File: src/rtl/preset_alu_pkg.sv
package preset_alu_pkg;
  typedef struct packed {
    logic clear;
    logic flip;
  } preset_ctl_t;
endpackage

File: src/rtl/operand_preset.sv
module operand_preset
  import preset_alu_pkg::*;
#(
  parameter int W = 16
) (
  input  logic [W-1:0] din,
  input  preset_ctl_t  ctl,
  output logic [W-1:0] dout
);
  logic [W-1:0] cleared;

  // Clearing happens before complementing, so clear+flip yields all ones.
  always_comb begin
    cleared = ctl.clear ? '0 : din;
    dout    = ctl.flip ? ~cleared : cleared;
  end
endmodule

File: src/rtl/combine_stage.sv
module combine_stage #(
  parameter int W = 16
) (
  input  logic [W-1:0] a,
  input  logic [W-1:0] b,
  input  logic         sel_sum,
  output logic [W-1:0] res
);
  logic [W-1:0] carry;
  logic [W-1:0] sum;
  logic [W-1:0] prop;

  assign carry[0] = 1'b0;
  assign prop     = a ^ b;

  // Ripple chain; the carry out of the top bit is dropped (sum wraps).
  for (genvar i = 0; i < W; i++) begin : g_bit
    assign sum[i] = prop[i] ^ carry[i];
    if (i < W - 1) begin : g_carry
      assign carry[i+1] = (a[i] & b[i]) | (prop[i] & carry[i]);
    end
  end

  assign res = sel_sum ? sum : (a & b);
endmodule

File: src/rtl/result_stage.sv
module result_stage #(
  parameter int W = 16
) (
  input  logic [W-1:0] din,
  input  logic         invert,
  output logic [W-1:0] dout,
  output logic         zero,
  output logic         neg
);
  always_comb begin
    dout = invert ? ~din : din;
    zero = ~|dout;
    neg  = dout[W-1];
  end
endmodule

File: src/rtl/preset_alu.sv
module preset_alu
  import preset_alu_pkg::*;
#(
  parameter int W = 16
) (
  input  logic [W-1:0] opa,
  input  logic [W-1:0] opb,
  input  logic         clear_a,
  input  logic         flip_a,
  input  logic         clear_b,
  input  logic         flip_b,
  input  logic         sel_sum,
  input  logic         flip_out,
  output logic [W-1:0] result,
  output logic         is_zero,
  output logic         is_neg
);
  preset_ctl_t  ctl_a, ctl_b;
  logic [W-1:0] pa, pb, combined;

  assign ctl_a = '{clear: clear_a, flip: flip_a};
  assign ctl_b = '{clear: clear_b, flip: flip_b};

  operand_preset #(.W(W)) u_pre_a (.din(opa), .ctl(ctl_a), .dout(pa));
  operand_preset #(.W(W)) u_pre_b (.din(opb), .ctl(ctl_b), .dout(pb));

  combine_stage #(.W(W)) u_comb (
    .a(pa), .b(pb), .sel_sum(sel_sum), .res(combined)
  );

  result_stage #(.W(W)) u_post (
    .din(combined), .invert(flip_out),
    .dout(result), .zero(is_zero), .neg(is_neg)
  );
endmodule

File: config.mk
export PLATFORM = sky130hd
export DESIGN_NAME = preset_alu
export DESIGN_NICKNAME = d
export VERILOG_FILES = /design/src/rtl/preset_alu_pkg.sv /design/src/rtl/operand_preset.sv /design/src/rtl/combine_stage.sv /design/src/rtl/result_stage.sv /design/src/rtl/preset_alu.sv
export SDC_FILE = /design/constraint.sdc
export NUM_CORES = 1
export LEC_CHECK = 0
export ABC_AREA = 1
export BUFFER_PORTS_ARGS = -buffer_cell sky130_fd_sc_hd__buf_4
export CAP_MARGIN = 5
export CORE_ASPECT_RATIO = 0.8
export CORE_UTILIZATION = 30
export DETAILED_ROUTE_END_ITERATION = 7
export GPL_ROUTABILITY_DRIVEN = 0
export PLACE_DENSITY_LB_ADDON = 0.2
export SETUP_SLACK_MARGIN = 0.02
export SLEW_MARGIN = 20
export SYNTH_ARGS = -nofsm -noshare
export SYNTH_HDL_FRONTEND = slang
export SYNTH_SLANG_ARGS = --single-unit
export TNS_END_PERCENT = 50
File: constraint.sdc
create_clock -name vclk -period 49.2
set_input_delay 14.76 -clock vclk [all_inputs]
set_output_delay 14.76 -clock vclk [all_outputs]
set_load 0.005 [all_outputs]
==> results.cfg <==
[status]
status = completed

[synthesis]
yosysWarnings = 0
ys_seq_area_frac = 0
synth.cell_area_um2 = 1700
synth_top_cells_by_area = nand2_1 (25%), fa_1 (16%), xor2_1 (16%)
netlist_instances = 291
yosysMostFrequentCell = nand2_1
synth_area_leader_cell = nand2_1
synthTopCellsByCount = nand2_1 (112), inv_1 (63), xor2_1 (32), nand3_1 (20), ha_1 (16)
yosysUniqueCellTypes = 17
synth_top_area_share = 0.247
avgSynthCellArea_um2 = 5.86
syn-num-nets = 359

[cells_and_area]
n_antenna_cell = 0
nets = 403
register_area_um2 = 0
seq_cells = 0
area_growth_pct = 25.2
multi_input_area_um2 = 1360
stdcell_area_um2 = 2130
nClkBuffers = 0
fillCellCount = 629
fin_util = 0.390
drive_gt1_frac = 0.183

[pwr]
power_frac_seq = 0
p_int_uw = 14.3
clockPowerShare = 0
power_switching_uw = 16.9
power.static_leakage_uw = 0.00128
swShare = 0.542
combPwrFrac = 1.000
irDropWorstVdd_uv = 5.22
p_per_area_nw_per_um2 = 14.6

[clock_network]
post_cts_buffers = 0
ctsResizeCount = 0
cts_hold_buf = 0

[placement]
hpwl_mm = 3.43
place_area_um2 = 2130
dp_worst_setup_slack_ps = 11530
port_buffers = 56

[min_path]
worstHoldStart = flip_out
worstHoldPathType = primary input to output port
hold_depth = 5
hold_end = result[1]

[worst_setup_path]
cp.required_ps = 34440
critPathArrivalTime_ps = 22840
slowest_stage = fa_1
cp-start-kind = primary input
critPathMaxFanout = 16
endpoint_kind = output port
max_stage_delay_ps = 540
crit_top_cell = fa_1
crit_type = primary input to output port

[run]
maxCapViolCount = 0

[floorplanning]
core_um2 = 5470
dieHeight_um = 69.4
start_util = 0.312
die_area_um2 = 5990
ios = 56
die_x_um = 86.3
rows = 24

[detailed_routing]
dr.pass1.iters = 6
num_vias = 1644
wl_per_cell_um = 9.50
postRouteAntennaNets = 0
drc_errors = 0
wl_mm = 3.91
dr.first_iter.drc_count = 48
viasPerCell = 4.00

[sta]
maxSlewViolCount = 0
max_slew_margin = 0.799
setup_viol = 0
worst_slew_pin_slew_ps = 300
setup_ws_ps = 11600
hold_ws_ps = 30010
report.final.hold_viol_count = 0
period_share = 0.764
period_needed_ps = 37600
rsz0062_at_grt = false
tns_ps = 0
fmax_mhz = 26.6

[global_routing]
antenna_found_initial = 0
grt_first_pass_wirelength_mm = 6.84
grt_usage = 0.137
globalRouteOverflowTotal = 0
grt_pass1_vias = 1501
grt_max_degree = 33
[routing by layer]
metal / part of all wire / up-vias / track usage
met5: 0 / - / 0
met4: 0.0051 / 0 / 0.00741
met3: 0.039 / 2 / 0.00238
met2: 0.40 / 37 / 0.208
met1: 0.56 / 695 / 0.223
li1: - / 910 / -
[metrics by stage]
step / power (uW) / cells
floorplan: 21.3 / 291
global placement: 31.6 / 411
detailed placement: 31.7 / 411
CTS: 31.8 / 411
global route: 36.6 / 411
finish: 31.2 / 411
[cell type report]
| class | count | area share |
|---|---|---|
| multi-input cells | 210 | 0.639 |
| inverters | 67 | 0.118 |
| well taps | 78 | 0.0457 |
| repair buffers | 56 | 0.197 |
[worst max-delay path: cells and delay by family]
kind	cells	cell delay [ps]
adders and majority gates	15	6690
and+or+nand+nor	8	620
buffers and inverters	5	550
xor gates and xnor gates	1	150
AOI/OAI and AO/OA	1	80
[cells by family (layout without fill, tap and decap cells)]
logic type,count (synthesis),in the layout,synth area share
buf+inv,81,123,0.200
compound gates,6,6,0.0191
xor+xnor,32,32,0.164
simple gates,142,142,0.335
fa+ha+maj,30,30,0.282
[cells in the final DEF, fill, tap and decap left out, drive strengths merged]
master | synthesis | routed
buf | 12 | 56
fa | 14 | 14
ha | 16 | 16
inv | 67 | 67
nand2 | 112 | 112
nand3 | 20 | 20
nor2 | 5 | 5
o211ai | 1 | 1
o21ai | 5 | 5
or2 | 5 | 5
xor2 | 32 | 32
[power groups by stage]
| stage | registers (uW) | clock network (uW) | logic, uW |
|---|---|---|---|
| 5_1_grt | 0 | 0 | 36.6 |
| 4_1_cts | 0 | 0 | 31.8 |
| 3_5_place_dp | 0 | 0 | 31.7 |
| 2_1_floorplan | 0 | 0 | 21.3 |
| 6_report | 0 | 0 | 31.2 |
| 3_3_place_gp | 0 | 0 | 31.6 |
[worst max path at each step]
stage | start | to | slack, ps | depth (start not counted)
6_report | clear_a | is_zero | 11600 | 30
5_1_grt | clear_b | is_zero | 11120 | 30
4_1_cts | clear_b | is_zero | 11530 | 30
3_5_place_dp | clear_a | is_zero | 11530 | 30
3_3_place_gp | clear_b | is_zero | 11590 | 30
2_1_floorplan | clear_b | is_zero | 11900 | 29
(Power assumes the default switching activity.)
